<file path="src/rtl/audfx_mac_pkg.sv">
package audfx_mac_pkg;

  typedef enum logic [1:0] {
    SRC_WRK  = 2'd0,
    SRC_MIX  = 2'd1,
    SRC_EXT  = 2'd2,
    SRC_NONE = 2'd3
  } srcSel_e;

  typedef enum logic [1:0] {
    B_TEMP = 2'd0,
    B_ACC  = 2'd1,
    B_ZERO = 2'd2
  } bSel_e;

  // strobes handed from control to datapath
  typedef struct packed {
    srcSel_e    src;
    logic       xFromTemp;
    logic [1:0] yMode;
    bSel_e      bSel;
    logic       bNeg;
    logic       yLoad;
    logic       fracLoad;
    logic       tempWrite;
    logic       sampleStart;
    logic       commit;
  } macCtrl_t;

endpackage

</file>
<file path="src/rtl/audfx_mac_ctrl.sv">
module audfx_mac_ctrl
  import audfx_mac_pkg::*;
#(
  parameter int IDX_W = 6,
  parameter int WRK_N = 32,
  parameter int MIX_N = 16,
  parameter int EXT_N = 2
) (
  input  logic             stepValid,
  input  logic             sampleStart,
  input  logic [IDX_W-1:0] srcIdx,
  input  logic             xUseInput,
  input  logic [1:0]       yMode,
  input  logic             bUseAcc,
  input  logic             bForceZero,
  input  logic             bNegate,
  input  logic             yHoldLoad,
  input  logic             tempWrEn,
  input  logic             fracWrEn,
  output macCtrl_t         ctrl
);

  localparam int MIX_BASE = WRK_N;
  localparam int EXT_BASE = WRK_N + MIX_N;
  localparam int END_IDX  = EXT_BASE + EXT_N;

  srcSel_e srcSel;

  always_comb begin
    if (int'(srcIdx) < MIX_BASE)      srcSel = SRC_WRK;
    else if (int'(srcIdx) < EXT_BASE) srcSel = SRC_MIX;
    else if (int'(srcIdx) < END_IDX)  srcSel = SRC_EXT;
    else                              srcSel = SRC_NONE;
  end

  always_comb begin
    ctrl.src         = srcSel;
    ctrl.xFromTemp   = !xUseInput;
    ctrl.yMode       = yMode;
    ctrl.bSel        = bForceZero ? B_ZERO : (bUseAcc ? B_ACC : B_TEMP);
    ctrl.bNeg        = bNegate;
    ctrl.yLoad       = stepValid & yHoldLoad;
    ctrl.fracLoad    = stepValid & fracWrEn;
    ctrl.tempWrite   = stepValid & tempWrEn;
    ctrl.sampleStart = sampleStart;
    ctrl.commit      = stepValid;
  end

  // indices past the last bank never select a bank
  always_comb begin
    if (int'(srcIdx) >= END_IDX)
      p_high_idx_none_r1: assert (ctrl.src == SRC_NONE);
  end

endmodule

</file>
<file path="src/rtl/audfx_mac_dp.sv">
module audfx_mac_dp
  import audfx_mac_pkg::*;
#(
  parameter int DW       = 24,
  parameter int ACC_W    = 26,
  parameter int YW       = 13,
  parameter int COEF_W   = 16,
  parameter int MIX_W    = 20,
  parameter int EXT_W    = 16,
  parameter int TEMP_N   = 128,
  parameter int PROD_SH  = 10,
  parameter int YNAR_LO  = 4
) (
  input  logic                       clk,
  input  logic                       rstN,
  input  macCtrl_t                   ctrl,
  input  logic [DW-1:0]              wrkData,
  input  logic [MIX_W-1:0]           mixData,
  input  logic [EXT_W-1:0]           extData,
  input  logic [COEF_W-1:0]          coefWord,
  input  logic [$clog2(TEMP_N)-1:0]  tempRdOfs,
  input  logic [$clog2(TEMP_N)-1:0]  tempWrOfs,
  input  logic [$clog2(TEMP_N)-1:0]  ringPos,
  input  logic [DW-1:0]              tempWrData,
  input  logic [YW-1:0]              fracWrData,
  output logic [ACC_W-1:0]           accOut
);

  localparam int TA_W    = $clog2(TEMP_N);
  localparam int MIX_SH  = DW - MIX_W;
  localparam int EXT_SH  = DW - EXT_W;
  localparam int COEF_SH = COEF_W - YW;
  localparam int YNAR_W  = YW - 1;
  localparam int YNAR_HI = YNAR_LO + YNAR_W - 1;
  localparam int PROD_W  = DW + YW + 1;

  logic [DW-1:0] tempMem [TEMP_N];
  logic [TA_W-1:0] rdAddr, wrAddr;

  logic signed [ACC_W-1:0] accReg, accPrev, bVal, bEff, scaled, accNext;
  logic [YW-1:0]           fracReg, fracEff;
  logic [DW-1:0]           yHold, yEff;
  logic signed [DW-1:0]    inVal, xVal, tempRdVal;
  logic signed [YW:0]      yVal;
  logic signed [PROD_W-1:0] prod, prodSh;

  assign rdAddr    = tempRdOfs + ringPos;
  assign wrAddr    = tempWrOfs + ringPos;
  assign tempRdVal = tempMem[rdAddr];

  // sample start hides the carried state for this step
  assign accPrev = ctrl.sampleStart ? '0 : accReg;
  assign fracEff = ctrl.sampleStart ? '0 : fracReg;
  assign yEff    = ctrl.sampleStart ? '0 : yHold;

  always_comb begin
    unique case (ctrl.src)
      SRC_WRK: inVal = wrkData;
      SRC_MIX: inVal = {mixData, {MIX_SH{1'b0}}};
      SRC_EXT: inVal = {extData, {EXT_SH{1'b0}}};
      default: inVal = '0;
    endcase
  end

  assign xVal = ctrl.xFromTemp ? tempRdVal : inVal;

  always_comb begin
    unique case (ctrl.yMode)
      2'd0:    yVal = {1'b0, fracEff};
      2'd1:    yVal = {coefWord[COEF_W-1], coefWord[COEF_W-1:COEF_SH]};
      2'd2:    yVal = {yEff[DW-1], yEff[DW-1 -: YW]};
      default: yVal = {{(YW+1-YNAR_W){yEff[YNAR_HI]}}, yEff[YNAR_HI:YNAR_LO]};
    endcase
  end

  always_comb begin
    unique case (ctrl.bSel)
      B_ACC:   bVal = accPrev;
      B_TEMP:  bVal = {{(ACC_W-DW){tempRdVal[DW-1]}}, tempRdVal};
      default: bVal = '0;
    endcase
  end

  assign bEff    = ctrl.bNeg ? -bVal : bVal;
  assign prod    = xVal * yVal;
  assign prodSh  = prod >>> PROD_SH;
  assign scaled  = prodSh[ACC_W-1:0];
  assign accNext = scaled + bEff;

  always_ff @(posedge clk or negedge rstN) begin
    if (!rstN) begin
      accReg  <= '0;
      fracReg <= '0;
      yHold   <= '0;
    end else if (ctrl.commit) begin
      accReg  <= accNext;
      fracReg <= ctrl.fracLoad ? fracWrData : fracEff;
      yHold   <= ctrl.yLoad ? inVal : yEff;
    end
  end

  always_ff @(posedge clk or negedge rstN) begin
    if (!rstN) begin
      for (int i = 0; i < TEMP_N; i++) tempMem[i] <= '0;
    end else if (ctrl.tempWrite) begin
      tempMem[wrAddr] <= tempWrData;
    end
  end

  assign accOut = accReg;

  p_acc_hold_r6: assert property (@(posedge clk) disable iff (!rstN)
    !ctrl.commit |=> $stable(accReg));

  p_start_clears_acc_r8: assert property (@(posedge clk) disable iff (!rstN)
    ctrl.commit && ctrl.sampleStart && ctrl.bSel == B_ACC &&
    ctrl.src == SRC_NONE && !ctrl.xFromTemp |=> accReg == '0);

  p_null_src_zero_r1: assert property (@(posedge clk) disable iff (!rstN)
    ctrl.commit && ctrl.src == SRC_NONE && !ctrl.xFromTemp &&
    ctrl.bSel == B_ZERO |=> accReg == '0);

  p_yhold_capture_r7: assert property (@(posedge clk) disable iff (!rstN)
    ctrl.yLoad && ctrl.src == SRC_WRK |=> yHold == $past(wrkData));

  p_temp_write_r9: assert property (@(posedge clk) disable iff (!rstN)
    ctrl.tempWrite |=> tempMem[$past(wrAddr)] == $past(tempWrData));

endmodule

</file>
<file path="src/rtl/audfx_mac.sv">
module audfx_mac
  import audfx_mac_pkg::*;
#(
  parameter int DW     = 24,
  parameter int ACC_W  = 26,
  parameter int YW     = 13,
  parameter int COEF_W = 16,
  parameter int MIX_W  = 20,
  parameter int EXT_W  = 16,
  parameter int WRK_N  = 32,
  parameter int MIX_N  = 16,
  parameter int EXT_N  = 2,
  parameter int TEMP_N = 128,
  parameter int IDX_W  = 6,
  localparam int TA_W   = $clog2(TEMP_N),
  localparam int WRK_AW = (WRK_N > 1) ? $clog2(WRK_N) : 1,
  localparam int MIX_AW = (MIX_N > 1) ? $clog2(MIX_N) : 1,
  localparam int EXT_AW = (EXT_N > 1) ? $clog2(EXT_N) : 1
) (
  input  logic              clk,
  input  logic              rstN,
  input  logic              stepValid,
  input  logic              sampleStart,
  input  logic [IDX_W-1:0]  srcIdx,
  input  logic              xUseInput,
  input  logic [1:0]        yMode,
  input  logic              bUseAcc,
  input  logic              bForceZero,
  input  logic              bNegate,
  input  logic [TA_W-1:0]   tempRdOfs,
  input  logic              yHoldLoad,
  input  logic [COEF_W-1:0] coefWord,
  input  logic [TA_W-1:0]   ringPos,
  input  logic              tempWrEn,
  input  logic [TA_W-1:0]   tempWrOfs,
  input  logic [DW-1:0]     tempWrData,
  input  logic              fracWrEn,
  input  logic [YW-1:0]     fracWrData,
  output logic [WRK_AW-1:0] wrkRdAddr,
  input  logic [DW-1:0]     wrkRdData,
  output logic [MIX_AW-1:0] mixRdAddr,
  input  logic [MIX_W-1:0]  mixRdData,
  output logic [EXT_AW-1:0] extRdAddr,
  input  logic [EXT_W-1:0]  extRdData,
  output logic [ACC_W-1:0]  accOut
);

  logic [IDX_W-1:0] mixOff, extOff;
  macCtrl_t ctrl;

  assign mixOff    = srcIdx - IDX_W'(WRK_N);
  assign extOff    = srcIdx - IDX_W'(WRK_N + MIX_N);
  assign wrkRdAddr = srcIdx[WRK_AW-1:0];
  assign mixRdAddr = mixOff[MIX_AW-1:0];
  assign extRdAddr = extOff[EXT_AW-1:0];

  audfx_mac_ctrl #(
    .IDX_W(IDX_W), .WRK_N(WRK_N), .MIX_N(MIX_N), .EXT_N(EXT_N)
  ) u_ctrl (
    .stepValid  (stepValid),
    .sampleStart(sampleStart),
    .srcIdx     (srcIdx),
    .xUseInput  (xUseInput),
    .yMode      (yMode),
    .bUseAcc    (bUseAcc),
    .bForceZero (bForceZero),
    .bNegate    (bNegate),
    .yHoldLoad  (yHoldLoad),
    .tempWrEn   (tempWrEn),
    .fracWrEn   (fracWrEn),
    .ctrl       (ctrl)
  );

  audfx_mac_dp #(
    .DW(DW), .ACC_W(ACC_W), .YW(YW), .COEF_W(COEF_W),
    .MIX_W(MIX_W), .EXT_W(EXT_W), .TEMP_N(TEMP_N)
  ) u_dp (
    .clk       (clk),
    .rstN      (rstN),
    .ctrl      (ctrl),
    .wrkData   (wrkRdData),
    .mixData   (mixRdData),
    .extData   (extRdData),
    .coefWord  (coefWord),
    .tempRdOfs (tempRdOfs),
    .tempWrOfs (tempWrOfs),
    .ringPos   (ringPos),
    .tempWrData(tempWrData),
    .fracWrData(fracWrData),
    .accOut    (accOut)
  );

endmodule

</file>
<file path="config.mk">
export PLATFORM = sky130hd
export DESIGN_NAME = audfx_mac
export DESIGN_NICKNAME = d
export VERILOG_FILES = /design/src/rtl/audfx_mac_pkg.sv /design/src/rtl/audfx_mac_ctrl.sv /design/src/rtl/audfx_mac_dp.sv /design/src/rtl/audfx_mac.sv
export SDC_FILE = /design/constraint.sdc
export NUM_CORES = 2
export LEC_CHECK = 0
export BUFFER_PORTS_ARGS = -buffer_cell sky130_fd_sc_hd__buf_4
export CAP_MARGIN = 20
export CORE_AREA = 2 2 516 1031
export DETAILED_ROUTE_END_ITERATION = 12
export DIE_AREA = 0 0 518 1033
export RECOVER_POWER = 100
export SLEW_MARGIN = 30
export SYNTH_ARGS = -nofsm -noshare
export SYNTH_HDL_FRONTEND = slang
export SYNTH_SLANG_ARGS = --single-unit
export TNS_END_PERCENT = 10
</file>
<file path="constraint.sdc">
create_clock -name clk -period 16.5 [get_ports clk]
set_clock_uncertainty 0.1 [all_clocks]
set_input_delay 3.3 -clock clk [delete_from_list [all_inputs] [get_ports clk]]
set_output_delay 3.3 -clock clk [all_outputs]
set_load 0.02 [all_outputs]
</file>
# ---- Word level (Yosys, flattened, before mapping)
# Index checks and enable logic that the tools add are counted.
dict set report totals {
  elab_cells 179
  out_inout_bits 36
  in_bits 153
  reg_bits 3131
}
dict set report classes {
  n_addsub 6
  reduce_logical 4
  n_eq_ne 5
  order_cmp 6
  mux 21
  bitwise_logic 5
  mul 1
}
# op n
set op_table {}
lappend op_table {{bitwise mux 3072 bit} 1}
lappend op_table {{binary-select mux 24 bit (select 7 bit)} 1}
lappend op_table {{demux 24 bit (select 7 bit)} 1}
lappend op_table {{two-way mux 24 bit} 6}
lappend op_table {{case mux 24 bit (3 select lines)} 1}
lappend op_table {{two-way mux 26 bit} 2}
lappend op_table {{case mux 26 bit (2 select lines)} 1}
lappend op_table {{case mux 14 bit (3 select lines)} 1}
lappend op_table {{multiplier 24 x 14 -> 36 bit} 1}
lappend op_table {{adder 26 bit} 1}
lappend op_table {{two-way mux 13 bit} 2}
lappend op_table {{negation 26 bit} 1}
lappend op_table {{< comparator 6 bit, second input constant} 3}
lappend op_table {{>= comparator 8 bit, second input constant} 2}
lappend op_table {{NOT 7 -> 8 bit} 2}
lappend op_table {{adder 7 bit} 2}
lappend op_table {{< comparator 8 x 1 -> 1 bit, second input constant} 1}
lappend op_table {{equality test 2 x 1 -> 1 bit, second input constant} 3}
lappend op_table {{zero test 2 bit} 3}
lappend op_table {{two-way mux 2 bit} 3}
lappend op_table {{equality test 2 bit, second input constant} 2}
lappend op_table {{subtractor 4 x 1 -> 4 bit, second input constant} 1}
lappend op_table {{bitwise AND 1 bit} 3}
lappend op_table {{two-way mux 1 bit} 2}
lappend op_table {{other kinds (2)} 2}

# ---- Depth between registers and ports, before layout
dict set report depth {
  depth_word 9
  depth_mapped 58
  depth_no_buf 52
}

# ---- By module
# A second synthesis with hierarchy kept.
dict set report unflattened {
  hier_cells 10872
  hier_area_um2 156810.4
}
# module area_each_um2 instances cells_each
set by_module_without_submodules {}
lappend by_module_without_submodules {audfx_mac_dp 156639.0 1 10848}
lappend by_module_without_submodules {audfx_mac_ctrl 96.3 1 14}
lappend by_module_without_submodules {audfx_mac 75.1 1 10}

# ---- Worst setup path after synthesis
# No wires, ideal clock.
dict set report synth_path {
  path_type {in2reg}
  startpoint {input tempRdOfs[0]}
  endpoint {register u_dp.accReg[25], in the netlist u_dp.accOut[25]}
  setup_time_ns 0.120
  required_ns 16.280
  stages 52
  n_path_buf 7
  setup_slack_ns 2.230
  arrival_time_ns 14.050
  path_cell_list {ha_1 -> inv_1 -> fa_1 -> buf_4 -> buf_2 -> buf_2 -> buf_4 -> buf_2 -> buf_1 -> mux4_2 -> nand2_1 -> nand3_1 -> a31oi_1 -> nand2_1 -> a21oi_1 -> a21oi_1 -> mux2i_1 -> clkbuf_1 -> [16 not listed] -> a21oi_1 -> o21a_1 -> nor2_1 -> xnor2_1 -> ha_1 -> o21ai_0 -> a21oi_1 -> o31ai_1 -> a211oi_1 -> o22ai_1 -> a21oi_1 -> a41oi_1 -> a211oi_1 -> nand4_1 -> nand4b_1 -> xnor3_1 -> or3_1 -> a31o_1}
}
dict set report synth_via {
  elab_chain_len 9
}
# element line_no
set synth_rtl {}
lappend synth_rtl {{start: declaration} audfx_mac.sv:30} ;# input logic [TA_W-1:0] tempRdOfs,
lappend synth_rtl {{adder 7 bit (*)} audfx_mac_dp.sv:47} ;# assign rdAddr = tempRdOfs + ringPos;
lappend synth_rtl {{NOT 7 -> 8 bit (implied by the code) (*)} audfx_mac_dp.sv:49} ;# assign tempRdVal = tempMem[rdAddr];
lappend synth_rtl {{binary-select mux 24 bit (select 7 bit) (*)} audfx_mac_dp.sv:49}
lappend synth_rtl {{two-way mux 24 bit (implied by the code) (*) (2 in a row)} audfx_mac_dp.sv:49}
lappend synth_rtl {{branches (longest 3 deep; another with multiplier 24 x 14 -> 36 bit)} --}
lappend synth_rtl {{adder 26 bit (*)} audfx_mac_dp.sv:88} ;# assign accNext = scaled + bEff;
lappend synth_rtl {{end signal: assignment} audfx_mac_dp.sv:96} ;# accReg <= accNext;
lappend synth_rtl {{end: declaration} audfx_mac_dp.sv:40} ;# logic signed [ACC_W-1:0] accReg, accPrev, bVal, bEff, scaled, accNext;
# Mark *: on every way between the ends. The select of a mux whose other input is x is not followed.
# A chain may end at the register's enable or synchronous reset.

# ---- Final worst setup path
dict set report layout_path {
  startpoint {input ringPos[0]}
  endpoint {register u_dp.accReg[24], in the netlist u_dp.accOut[24]}
}
dict set report layout_via {
  elab_chain_len 9
}
# element line_no
set layout_rtl {}
lappend layout_rtl {{start: declaration} audfx_mac.sv:33} ;# input logic [TA_W-1:0] ringPos,
lappend layout_rtl {{adder 7 bit (*)} audfx_mac_dp.sv:47}
lappend layout_rtl {{NOT 7 -> 8 bit (implied by the code) (*)} audfx_mac_dp.sv:49}
lappend layout_rtl {{binary-select mux 24 bit (select 7 bit) (*)} audfx_mac_dp.sv:49}
lappend layout_rtl {{two-way mux 24 bit (implied by the code) (*) (2 in a row)} audfx_mac_dp.sv:49}
lappend layout_rtl {{branches (longest 3 deep; another with multiplier 24 x 14 -> 36 bit)} --}
lappend layout_rtl {{adder 26 bit (*)} audfx_mac_dp.sv:88}
# Marks and branches as above.

==> run_results.csv <==
group,metric,value,unit
timing,setup-tns-final,0,ps
flow_run,cap_viol_max_count,141,
clocking,htreeDepth,5,
floorplanning,die_area,535000,sq um
clocking,cts_resized,0,
synth,ys_ff_latch,3131,
worst_setup_path,worst_path_max_delay_cell,"fa_4",
cells_and_area,syn2layout_area_growth,13.8,%
floorplanning,die_w,518,microns
synth,ys.flop_type,"dfrtp_1",
worst_setup_path,crit_path_start_kind,"primary input",
synth,ys_types,84,
place,placed_cells,18000,
synth,synth-edff-count,0,
place,dpl.hpwl,308000,microns
clocking,postCtsSetupRepairBufs,0,
synth,synthArstFlopShare,1.00,
cells_and_area,multi_input_area,73900,sq um
clocking,numCtsBuffers,330,
grt,top_usage_layer,"met2",
grt,antenna_found_initial,33,
synth,synth-compound-area-share,0.0281,
place,io_buffers,181,
routing,drt_first_pass_iters,6,
grt,grtUsageTotal,0.177,
worst_setup_path,end_kind,"flip-flop",
routing,wirelength,483000,microns
cells_and_area,drive_above_1_share,0.443,
clocking,clk_latency,920,ps
grt,grt_pass1_vias,103000,
worst_setup_path,max_stage_delay,950,ps
worst_setup_path,criticalPathCategory,"primary input to flip-flop",
synth,ys_warn_count,0,
synth,synth-simple-area-share,0.0454,
timing,max_freq,64.5,MHz
grt,met1_usage,0.245,
min_path,hold_path.class,"flip-flop to flip-flop",
cells_and_area,nNetsFinal,11900,
worst_setup_path,required,17140,ps
timing,fin_hold_ws,390,ps
clocking,hold_buffers,0,
clocking,cts-root-buf,"clkbuf_16",
timing,worstMarginPinSlew,7810,ps
grt,use_met3,0.0329,
timing,finalCritPeriodShare,0.939,
routing,drt.antenna.violating_nets,0,
timing,finalMaxSlewViolations,4449,
floorplanning,rows,378,
grt,grt_remaining_overflow,0,
synth,seq_area_frac_synth,0.497,
timing,min_period,15500,ps
synth,netlist_instances,11200,
timing,finalHoldViolCount,0,
synth,synth_top_family_by_area,"multiplexers",
outcome,status,"finished with violations",
power,p_leak,84.4,nW
power,powerDensity,144,nW/um^2
outcome,violations,"max-capacitance violations, max-slew violations",
timing,slew_headroom,-4.21,
cells_and_area,seq_area,78400,sq um
timing,setup_viol,0,
worst_setup_path,critPathMaxFanout,26,
routing,avgRoutedWirePerCell,26.0,microns
floorplanning,ios,189,
grt,grt_pass1_wl,715000,microns
power,finalPower,0.0259,W
floorplanning,start_util,0.299,
synth,synth.area.mux_share,0.339,
cells_and_area,final_common_cell,"dfrtp_1",
clocking,cts.reportedPaths.clkPinSlew,60,ps
routing,drc,0,
cells_and_area,fillers,51300,
synth,synthAdderAreaFrac,0.0481,
grt,grt_max_degree,187,
floorplanning,fp.dieH,1030,microns
worst_setup_path,worst_path_most_repeated_cell,"ha_1",
cells_and_area,finalNonFillerCells,18600,
power,vdd_drop_max,318,uV
clocking,cts_tree,"done",
synth,syn_area_per_cell,14.1,sq um
synth,synthXorXnorAreaFrac,0.00497,
worst_setup_path,arrival,16130,ps
routing,drtIter0Drc,8123,
clocking,cts_buffer_depth,4,
synth,netlist_area,158000,sq um
grt,use_met2,0.284,
timing,rsz0062_at_grt,"false",
synth,mappedNetlistNets,11800,
cells_and_area,fin_util,0.340,
clocking,cts.sinks,3131,
routing,num_vias,98100,
cells_and_area,final_cell_mix,"3131 x dfrtp_1, 3101 x mux2_2, 768 x mux4_2",
floorplanning,coreArea,528000,sq um
routing,vias_per_cell,5.27,
place,place_congestion,0.889,
-- worst paths after layout --
kind | startpoint | to | slack [ps] | cells past startpoint
min in group asynchronous | rstN | u_dp.tempMem[1259] | 5300 | 1
worst max-delay path | ringPos[0] | u_dp.accOut[24] | 1000 | 52
worst min-delay path | u_dp.yHold[6] | u_dp.yHold[6] | 390 | 2
worst min register to register | u_dp.yHold[6] | u_dp.yHold[6] | 390 | 2
worst max register to register | u_dp.tempMem[1306] | u_dp.accOut[25] | 4930 | 48
max in group asynchronous | rstN | u_dp.tempMem[1601] | 2250 | 5
-- power by group --
group	leakage [nW]	switching (W)	total, W	internal (W)
Combinational	36.0	0.00475	0.00909	0.00434
Sequential	43.1	0.000584	0.00933	0.00875
Clock	5.31	0.00316	0.00749	0.00433
Total	84.4	0.00849	0.0259	0.0174
-- cell usage after synthesis (50+ instances only) --
cell type	n	area share
a2111oi_0	50	0.0028
a211oi_1	69	0.0033
a21oi_1	80	0.0025
a31oi_1	59	0.0023
and2_1	74	0.0029
and3_1	89	0.0035
buf_2	106	0.0034
buf_4	55	0.0026
clkbuf_1	772	0.018
dfrtp_1	3131	0.50
fa_1	305	0.039
ha_1	119	0.0094
inv_1	357	0.0085
mux2_2	3103	0.22
mux2i_1	101	0.0064
mux4_2	768	0.11
nand2_1	743	0.018
nand2b_1	53	0.0021
nand3_1	106	0.0034
nand4_1	70	0.0028
nor2_1	325	0.0077
o21ai_0	75	0.0024
xnor2_1	59	0.0033
-- state kept, by name, indices dropped and copies added (netlist names) --
register      cells
u_dp.accOut      26
u_dp.fracReg     13
u_dp.tempMem   3072
u_dp.yHold       20
-- kinds of logic after synthesis --
family	count (synthesis)
AOI/OAI and AO/OA	607
xor gates and xnor gates	88
adders and majority gates	424
buffers and inverters	1384
DFF	3131
muxes	3980
and+or+nand+nor	1593
-- metal layers --
| metal | share of wire | wire length (microns) |
|---|---|---|
| met1 | 0.43 | 209000 |
| met2 | 0.47 | 227000 |
| met3 | 0.068 | 33000 |
| met4 | 0.031 | 14900 |
| met5 | 0.00014 | 69 |
-- cell type report --
class / count / share of cell area
Clock buffer: 493 / 0.0542
Antenna cell: 16 / 0.000223
Sequential cell: 3131 / 0.436
Timing Repair Buffer: 789 / 0.0360
Multi-Input combinational cell: 6692 / 0.411
Inverter: 359 / 0.00750
Clock inverter: 91 / 0.00547
Tap cell: 7030 / 0.0490
-- metrics by stage --
| stage | area (sq um) | setup slack, ps |
|---|---|---|
| final | 180000 | 1000 |
| after global routing | 180000 | 234 |
| after CTS | 180000 | 1250 |
| after detailed placement | 169000 | 419 |
| after global placement | 169000 | 267 |
| after floorplan | 158000 | 2230 |
-- critical path, delay by kind of cell --
kind	cells	cell delay [ps]
compound gates	22	5310
mux	3	890
simple gates	6	550
buf+inv	11	1770
fa+ha+maj	10	4200
Power figures use the tool's default switching activity.
